`config.mk`:
```
export PLATFORM = sky130hd
export DESIGN_NAME = task_bank_mmu
export DESIGN_NICKNAME = d
export VERILOG_FILES = /design/src/rtl/mmu_pkg.sv /design/src/rtl/mmu_ctrl_reg.sv /design/src/rtl/mmu_bank_file.sv /design/src/rtl/mmu_xlate.sv /design/src/rtl/task_bank_mmu.sv
export SDC_FILE = /design/constraint.sdc
export NUM_CORES = 1
export LEC_CHECK = 0
export ABC_AREA = 1
export BUFFER_PORTS_ARGS = -buffer_cell sky130_fd_sc_hd__buf_2
export CELL_PAD_IN_SITES_DETAIL_PLACEMENT = 2
export CELL_PAD_IN_SITES_GLOBAL_PLACEMENT = 2
export CORE_ASPECT_RATIO = 0.75
export CORE_MARGIN = 2
export CORE_UTILIZATION = 39
export DETAILED_ROUTE_END_ITERATION = 12
export GPL_ROUTABILITY_DRIVEN = 0
export HOLD_SLACK_MARGIN = 0.06
export PLACE_DENSITY = 0.84
export SETUP_SLACK_MARGIN = 0.15
export SLEW_MARGIN = 0
export SYNTH_ARGS = -nofsm -noshare
export SYNTH_HDL_FRONTEND = slang
export SYNTH_SLANG_ARGS = --single-unit
```
`constraint.sdc`:
```
create_clock -name clk -period 3.75 [get_ports clk]
set_input_delay 0.1875 -clock clk [delete_from_list [all_inputs] [get_ports clk]]
set_output_delay 0.1875 -clock clk [all_outputs]
set_load 0.005 [all_outputs]
```
`src/rtl/mmu_pkg.sv`:
```
package mmu_pkg;

  localparam int CTRL_W = 3;

  // Control register: bit 2 constant page, bit 1 enable, bit 0 task.
  typedef struct packed {
    logic const_pg;
    logic map_en;
    logic task_sel;
  } mmu_ctrl_t;

  typedef enum logic [1:0] {
    ROUTE_MAP = 2'd0,
    ROUTE_OFF = 2'd1,
    ROUTE_FIX = 2'd2
  } route_e;

endpackage

```
`src/rtl/mmu_ctrl_reg.sv`:
```
module mmu_ctrl_reg
  import mmu_pkg::*;
#(
  parameter int REG_AW   = 5,
  parameter int DATA_W   = 8,
  parameter int CTRL_OFF = 16
) (
  input  logic              clk,
  input  logic              rst,
  input  logic              wr_en,
  input  logic [REG_AW-1:0] wr_addr,
  input  logic [DATA_W-1:0] wr_data,
  output mmu_ctrl_t         ctrl
);

  always_ff @(posedge clk) begin
    if (rst) begin
      ctrl <= '0;
    end else if (wr_en && wr_addr == REG_AW'(CTRL_OFF)) begin
      ctrl <= mmu_ctrl_t'(wr_data[CTRL_W-1:0]);
    end
  end

endmodule

```
`src/rtl/mmu_bank_file.sv`:
```
module mmu_bank_file #(
  parameter int BANK_W = 8,
  parameter int NREG   = 16,
  parameter int IDX_W  = 4,
  parameter int REG_AW = 5
) (
  input  logic              clk,
  input  logic              rst,
  input  logic              wr_en,
  input  logic [REG_AW-1:0] wr_addr,
  input  logic [BANK_W-1:0] wr_data,
  input  logic [IDX_W-1:0]  rd_idx,
  output logic [BANK_W-1:0] rd_bank,
  input  logic [IDX_W-1:0]  lk_idx,
  output logic [BANK_W-1:0] lk_bank
);

  logic [BANK_W-1:0] bank_q [NREG];

  for (genvar i = 0; i < NREG; i++) begin : g_bank
    always_ff @(posedge clk) begin
      if (rst) begin
        bank_q[i] <= '0;
      end else if (wr_en && wr_addr == REG_AW'(i)) begin
        bank_q[i] <= wr_data;
      end
    end
  end

  assign rd_bank = bank_q[rd_idx];
  assign lk_bank = bank_q[lk_idx];

endmodule

```
`src/rtl/mmu_xlate.sv`:
```
module mmu_xlate
  import mmu_pkg::*;
#(
  parameter int ADDR_W   = 16,
  parameter int WIN_BITS = 3,
  parameter int BANK_W   = 8,
  parameter int PAGE_W   = 8,
  parameter int DIS_BASE = 56,
  parameter int FIX_BANK = 63,
  parameter int VEC_PAGE = 254,
  parameter int IO_PAGE  = 255,
  localparam int OFF_W   = ADDR_W - WIN_BITS,
  localparam int PHYS_W  = BANK_W + OFF_W,
  localparam int IDX_W   = WIN_BITS + 1
) (
  input  logic              clk,
  input  logic              rst,
  input  logic [ADDR_W-1:0] cpu_addr,
  input  mmu_ctrl_t         ctrl,
  output logic [IDX_W-1:0]  lk_idx,
  input  logic [BANK_W-1:0] lk_bank,
  output logic [PHYS_W-1:0] phys_addr,
  output logic              io_page
);

  logic [PAGE_W-1:0]   page;
  logic [WIN_BITS-1:0] win;
  logic                io_d;
  route_e              route;
  logic [BANK_W-1:0]   bank_n;

  assign page   = cpu_addr[ADDR_W-1 -: PAGE_W];
  assign win    = cpu_addr[ADDR_W-1 -: WIN_BITS];
  assign lk_idx = {ctrl.task_sel, win};
  assign io_d   = (page == PAGE_W'(IO_PAGE));

  // Priority: register page, then constant vector page, then disabled map.
  always_comb begin
    if (io_d || (ctrl.const_pg && page == PAGE_W'(VEC_PAGE))) begin
      route = ROUTE_FIX;
    end else if (!ctrl.map_en) begin
      route = ROUTE_OFF;
    end else begin
      route = ROUTE_MAP;
    end
    case (route)
      ROUTE_FIX: bank_n = BANK_W'(FIX_BANK);
      ROUTE_OFF: bank_n = BANK_W'(DIS_BASE) + BANK_W'(win);
      default:   bank_n = lk_bank;
    endcase
  end

  always_ff @(posedge clk) begin
    if (rst) begin
      phys_addr <= '0;
      io_page   <= 1'b0;
    end else begin
      phys_addr <= {bank_n, cpu_addr[OFF_W-1:0]};
      io_page   <= io_d;
    end
  end

  assert_offset_pass_R1: assert property (@(posedge clk) disable iff (rst)
    !$past(rst) |-> phys_addr[OFF_W-1:0] == $past(cpu_addr[OFF_W-1:0]));

  assert_io_flag_R5: assert property (@(posedge clk) disable iff (rst)
    !$past(rst) |-> io_page == ($past(page) == PAGE_W'(IO_PAGE)));

  assert_io_bank_R5: assert property (@(posedge clk) disable iff (rst)
    (!$past(rst) && io_page) |-> phys_addr[PHYS_W-1 -: BANK_W] == BANK_W'(FIX_BANK));

  assert_vec_fix_R4: assert property (@(posedge clk) disable iff (rst)
    (!$past(rst) && $past(ctrl.const_pg) && $past(page) == PAGE_W'(VEC_PAGE))
    |-> phys_addr[PHYS_W-1 -: BANK_W] == BANK_W'(FIX_BANK));

  assert_off_base_R3: assert property (@(posedge clk) disable iff (rst)
    (!$past(rst) && !$past(ctrl.map_en) && !io_page &&
     !($past(ctrl.const_pg) && $past(page) == PAGE_W'(VEC_PAGE)))
    |-> phys_addr[PHYS_W-1 -: BANK_W] == BANK_W'(DIS_BASE) + BANK_W'($past(win)));

endmodule

```
`src/rtl/task_bank_mmu.sv`:
```
module task_bank_mmu
  import mmu_pkg::*;
#(
  parameter int ADDR_W   = 16,
  parameter int WIN_BITS = 3,
  parameter int BANK_W   = 8,
  parameter int PAGE_W   = 8,
  parameter int DIS_BASE = 56,
  parameter int FIX_BANK = 63,
  parameter int VEC_PAGE = 254,
  parameter int IO_PAGE  = 255,
  localparam int NWIN    = 1 << WIN_BITS,
  localparam int NREG    = 2 * NWIN,
  localparam int IDX_W   = WIN_BITS + 1,
  localparam int REG_AW  = IDX_W + 1,
  localparam int OFF_W   = ADDR_W - WIN_BITS,
  localparam int PHYS_W  = BANK_W + OFF_W
) (
  input  logic              clk,
  input  logic              rst,
  input  logic              reg_cs,
  input  logic              reg_we,
  input  logic [REG_AW-1:0] reg_addr,
  input  logic [BANK_W-1:0] reg_wdata,
  output logic [BANK_W-1:0] reg_rdata,
  input  logic [ADDR_W-1:0] cpu_addr,
  output logic [PHYS_W-1:0] phys_addr,
  output logic              io_page
);

  mmu_ctrl_t         ctrl;
  logic              wr_en;
  logic              rd_en;
  logic              bank_hit;
  logic              ctrl_hit;
  logic [IDX_W-1:0]  lk_idx;
  logic [BANK_W-1:0] lk_bank;
  logic [BANK_W-1:0] rd_bank;

  assign wr_en    = reg_cs && reg_we;
  assign rd_en    = reg_cs && !reg_we;
  assign bank_hit = !reg_addr[REG_AW-1];
  assign ctrl_hit = (reg_addr == REG_AW'(NREG));

  mmu_ctrl_reg #(
    .REG_AW  (REG_AW),
    .DATA_W  (BANK_W),
    .CTRL_OFF(NREG)
  ) u_ctrl (
    .clk    (clk),
    .rst    (rst),
    .wr_en  (wr_en),
    .wr_addr(reg_addr),
    .wr_data(reg_wdata),
    .ctrl   (ctrl)
  );

  mmu_bank_file #(
    .BANK_W(BANK_W),
    .NREG  (NREG),
    .IDX_W (IDX_W),
    .REG_AW(REG_AW)
  ) u_banks (
    .clk    (clk),
    .rst    (rst),
    .wr_en  (wr_en),
    .wr_addr(reg_addr),
    .wr_data(reg_wdata),
    .rd_idx (reg_addr[IDX_W-1:0]),
    .rd_bank(rd_bank),
    .lk_idx (lk_idx),
    .lk_bank(lk_bank)
  );

  mmu_xlate #(
    .ADDR_W  (ADDR_W),
    .WIN_BITS(WIN_BITS),
    .BANK_W  (BANK_W),
    .PAGE_W  (PAGE_W),
    .DIS_BASE(DIS_BASE),
    .FIX_BANK(FIX_BANK),
    .VEC_PAGE(VEC_PAGE),
    .IO_PAGE (IO_PAGE)
  ) u_xlate (
    .clk      (clk),
    .rst      (rst),
    .cpu_addr (cpu_addr),
    .ctrl     (ctrl),
    .lk_idx   (lk_idx),
    .lk_bank  (lk_bank),
    .phys_addr(phys_addr),
    .io_page  (io_page)
  );

  always_ff @(posedge clk) begin
    if (rst) begin
      reg_rdata <= '0;
    end else if (rd_en) begin
      if (bank_hit)      reg_rdata <= rd_bank;
      else if (ctrl_hit) reg_rdata <= {{(BANK_W-CTRL_W){1'b0}}, ctrl};
      else               reg_rdata <= '0;
    end
  end

  assert_rdata_hold_R8: assert property (@(posedge clk) disable iff (rst)
    (!$past(rst) && !$past(rd_en)) |-> $stable(reg_rdata));

endmodule

```
== Yosys cells after proc, flatten, opt, wreduce, memory -nomap -nowiden ==
Memories as Yosys holds them, arrays and structs flattened.
Cells that the tools add are included.
Widths: inputs -> output; s select.
Cells by class
  $add $sub $neg: 1
  equal/unequal tests: 20
  multiplexer cells: 71
  bitwise operators: 16
  reduce and logical (&&, ||, !) cells: 23
Operator list (count)
  $mux 8: 17
  $mux 1: 51
  $eq 5x4->1 const B: 8
  $eq 5x3->1 const B: 4
  $logic_and 1x1->1: 20
  $eq 8x8->1 const B: 2
  $or 1x1->1: 16
  $pmux 8 s2: 1
  $eq 5x2->1 const B: 2
  $add 6x3->7 const A: 1
  $eq 5x1->1 const B: 1
  $eq 5x5->1 const B: 1
  $logic_not 5->1: 1
  $mux 3: 1
  $eq 2x1->1 const B: 1
  $eq 2x2->1 const B: 1
  $mux 2: 1
  $logic_not 1->1: 1
  $logic_or 1x1->1: 1
Storage, ports and cells
  register bits: 33
  memory bits (writable): 128
  logic and storage cells: 138
  memories: 1
Memory list
  u_banks.bank_q: words 16, bits a word 8, rd ports 2, clocked after memory_dff 0, wr ports 16, RTL line mmu_bank_file.sv:18  | logic [BANK_W-1:0] bank_q [NREG];

== Logic depth before layout (Yosys ltp) ==
  depth after elaboration: 6
  gate-level depth with buffers: 11
  mapped depth without buffers: 9

== Modules after synthesis ==
From an unflattened synthesis, not the netlist that was laid out.
Unflattened totals
  cells, all modules: 1183
  area, all modules: 8853.5 um^2
Modules (own cells, without submodules)
  mmu_bank_file: times used 1, cells each 1022, area an instance 7573.5 um^2, sequential area each 3843.7 um^2
  mmu_xlate: times used 1, cells each 92, area an instance 783.3 um^2, sequential area each 440.4 um^2
  task_bank_mmu: times used 1, cells each 45, area an instance 345.3 um^2, sequential area each 160.2 um^2
  mmu_ctrl_reg: times used 1, cells each 24, area an instance 151.4 um^2, sequential area each 60.1 um^2

== Worst setup path before layout ==
No wires, ideal clock.
  path type: in2reg
  start point: input port rst
  end point: memory u_banks.bank_q[0][0], enable pin
  setup time: 0.302 ns
  data arrival time: 1.147 ns
  data required time: 3.448 ns
  slack: 2.301 ns
  stages: 4
  path buffers: 2
  cell sequence: inv_1 -> buf_1 -> clkbuf_1 -> nand2_1
RTL lines
  start, declared: RTL line task_bank_mmu.sv:20  | input logic rst,
  end, declared: RTL line mmu_bank_file.sv:18

== Worst setup path after layout ==
  start point: input port cpu_addr[13]
  end point: register u_xlate.phys_addr[16]
Between the ends
  longest elaborated chain between the ends: 6
  elaborated cells on any way between the ends: 10
Ends and longest elaborated chain
  start, declared: RTL line task_bank_mmu.sv:26  | input logic [ADDR_W-1:0] cpu_addr,
  $eq 8x8->1: RTL line mmu_xlate.sv:39  | if (io_d || (ctrl.const_pg && page == PAGE_W'(VEC_PAGE))) begin
  $logic_and 1x1->1: RTL line mmu_xlate.sv:39
  $logic_or 1x1->1: RTL line mmu_xlate.sv:39
  $mux 2: RTL line mmu_xlate.sv:39
  $eq 2x1->1 / $eq 2x2->1 (equally long branches): RTL line mmu_xlate.sv:46  | case (route)
  $pmux 8 s2 *: RTL line mmu_xlate.sv:46
  end signal, assigned: RTL line mmu_xlate.sv:58  | phys_addr <= {bank_n, cpu_addr[OFF_W-1:0]};
  end, declared: RTL line mmu_xlate.sv:22  | output logic [PHYS_W-1:0] phys_addr,
Every way passes the cells marked *; elsewhere a longest branch is shown, timed or not.
A chain may end at the register's enable or synchronous reset.

==> flow_summary.toml <==
[worst_setup_path]
timing.rr.start = "u_ctrl.ctrl[0]"
critical_path_capture_point_type = "register"
worst_ep_arrival_ps = 2250
cp-start-kind = "input pin"
critical_path_fanout_max = 37
worstPathRequired_ps = 4100
worstSetupStartpoint = "cpu_addr[13]"
worstSetupPathType = "in -> reg"

[pwr]
design_power_total_w = 0.004456
ir_drop_mv = 0.3249
leakage_nw = 4.261
power-per-cell-area_nw_per_um2 = 458.6

[logic_synthesis]
synthDistinctLibCells = 26
synthesized_cell_area_um2 = 8491
syn_area_per_cell_um2 = 7.782
synth-seq-area-share = 0.5305
synth_seq_cells = 161
syn-instance-count = 1091
synth.yosys.warnings = 0
synth.net_count = 1124

[grt]
groute.usage.overall = 0.3296
first_global_vias = 8836
global_route.overflow_total = 0
grt_start_max_net_pins = 74
grt_first_pass_wirelength_um = 55770
antenna_found_initial = 1

[sta]
slew_headroom = 0.2753
fmax_mhz = 525.8
min_period_over_period = 0.5071
fin_tns_setup_ps = 0
setup-violations-final = 0
slew_at_the_pin_closest_to_its_max_slew_limit_ps = 1080
fin_crit_ps = 1902
hold_viol_final = 0
slew_violations = 0
rsz0062_at_grt = "false"
timing.clock.skew_ps = 13.65

[die]
die_height_um = 131.8
floorplan.initialDensity = 0.3998
chipWidth_um = 174.4
die_area_um2 = 22980
core_area_um2 = 21240
ioPinCount = 63
std_cell_rows = 46

[placement]
io_buffer_count = 62
detailedPlacementHpwl_um = 24450

[routing]
detailedRoute.firstIterationViolations = 707
via_count = 8235
route.detailed.vias_per_inst = 5.731
dr.pass1.iters = 5
drc = 0
drt-wirelength-per-cell_um = 25.95
postRouteAntennaNets = 0
totalWireLength_um = 37300

[clock_network]
cts_resized = 0
clock_tree_root = "clkbuf_16"
clock_tree_from_tritoncts = "built"
post_cts_hold_buffer_count = 13
clkLatencyLatePin_ps = 450
postCtsSetupBuffers = 0
clkTransAtPathRegs_ps = 70
cts_max_level = 4
cts_inserted_buffers = 17
clock_path_buffers = 2
clock-sinks = 161

[layout]
fin_util = 0.4575
fin_nets = 1168
layout.cells.most_common_list = "nand2_1, nor2_1, edfxtp_1, o21ai_0, buf_2"
filler_cell_count = 2394
most_common_library_cell_in_the_layout_ignoring_fill_and_taps = "nand2_1"
final_layout_size_suffix_gt1_frac = 0.1176
syn2layout_area_growth_pct = 14.44

[run]
drv_cap = 0

[worst_hold_path]
hold_path_class = "in -> reg"
min-delay-start = "rst"

[run_status]
status = "complete, no violations"
==> sequential cells by signal, indices dropped and copies added, names as in the netlist <==
name and count:
reg_rdata 8, u_banks.bank_q 128, u_ctrl.ctrl 3, u_xlate.io_page 1, u_xlate.phys_addr 21
==> critical path: stages <==
cell and delay (ps):
buf_2 110, inv_2 540, nor3_1 230, nand2_1 210, nand2_1 120, nor2_1 500
nand3_1 200, nand2_1 90, inv_1 40
==> area by class of cell <==
type                            count  area [um^2]  area share
Clock buffer                       21        493.0     0.05073
Multi-Input combinational cell    809         3497      0.3599
Timing Repair Buffer               85        515.5     0.05305
Inverter                           61        229.0     0.02356
Clock inverter                     11        115.1     0.01185
Antenna cell                        1        2.502   0.0002575
Tap cell                          288        360.3     0.03708
Sequential cell                   161         4504      0.4636
==> kinds of logic after synthesis <==
logic type      share of synthesized area
compound gates                    0.07530
buf+inv                           0.05762
flops                              0.5305
simple gates                       0.3366
==> cell usage after synthesis <==
| cell type | n | area, um^2 |
|---|---|---|
| nor2_2 | 3 | 18.77 |
| nand3_2 | 16 | 160.2 |
| clkbuf_1 | 30 | 112.6 |
| dfxtp_1 | 33 | 660.6 |
| o21ai_0 | 66 | 330.3 |
| nor3_1 | 6 | 30.03 |
| nand3_1 | 46 | 230.2 |
| nand4_2 | 1 | 12.51 |
| clkinv_1 | 3 | 11.26 |
| a22oi_1 | 1 | 7.510 |
| buf_2 | 22 | 110.1 |
| nand4_1 | 2 | 12.51 |
| nor3_4 | 6 | 97.59 |
| inv_1 | 53 | 198.9 |
| inv_2 | 5 | 18.77 |
| a21oi_1 | 27 | 135.1 |
| nor3_2 | 1 | 10.01 |
| a21boi_0 | 1 | 7.510 |
| o211ai_1 | 14 | 105.1 |
| o221ai_1 | 1 | 8.760 |
| nor2_1 | 217 | 814.5 |
| edfxtp_1 | 128 | 3844 |
| buf_1 | 7 | 26.28 |
| o21ai_1 | 9 | 45.04 |
| nand2_1 | 392 | 1471 |
| buf_6 | 1 | 11.26 |
==> layer usage <==
metal  up-vias  part of all wire  global-route usage
met5         -                 0                   0
met4         0             0.031              0.1261
met3        80             0.079             0.05940
met2       382              0.47              0.5317
met1      4158              0.42              0.4436
li1       3615                 -                   -
==> through the flow <==
step	cells	setup slack, ps	hold slack (ps)	cell area, um^2
after floorplan	1091	2301	256.6	8491
after global placement	1391	1626	393.1	8976
after detailed placement	1391	1564	403.2	8976
after CTS	1436	1939	172.1	9714
after global routing	1436	1745	230.6	9714
final	1437	1848	204.4	9717
==> power by group <==
group / switching (W) / total, W / internal [W]
combinational: 0.000412 / 0.000546 / 0.000134
sequential: 0.0000611 / 0.00208 / 0.00201
clock: 0.000808 / 0.00183 / 0.00103
==> final timing paths <==
kind,endpoint,slack (ps),cells past startpoint
worst max-delay path,u_xlate.phys_addr[16],1850,9
worst min-delay path,u_xlate.phys_addr[12],200,2
worst max register to register,reg_rdata[0],2000,4
worst min register to register,reg_rdata[6],520,2
Note: power is estimated with default switching activity, not from simulation.
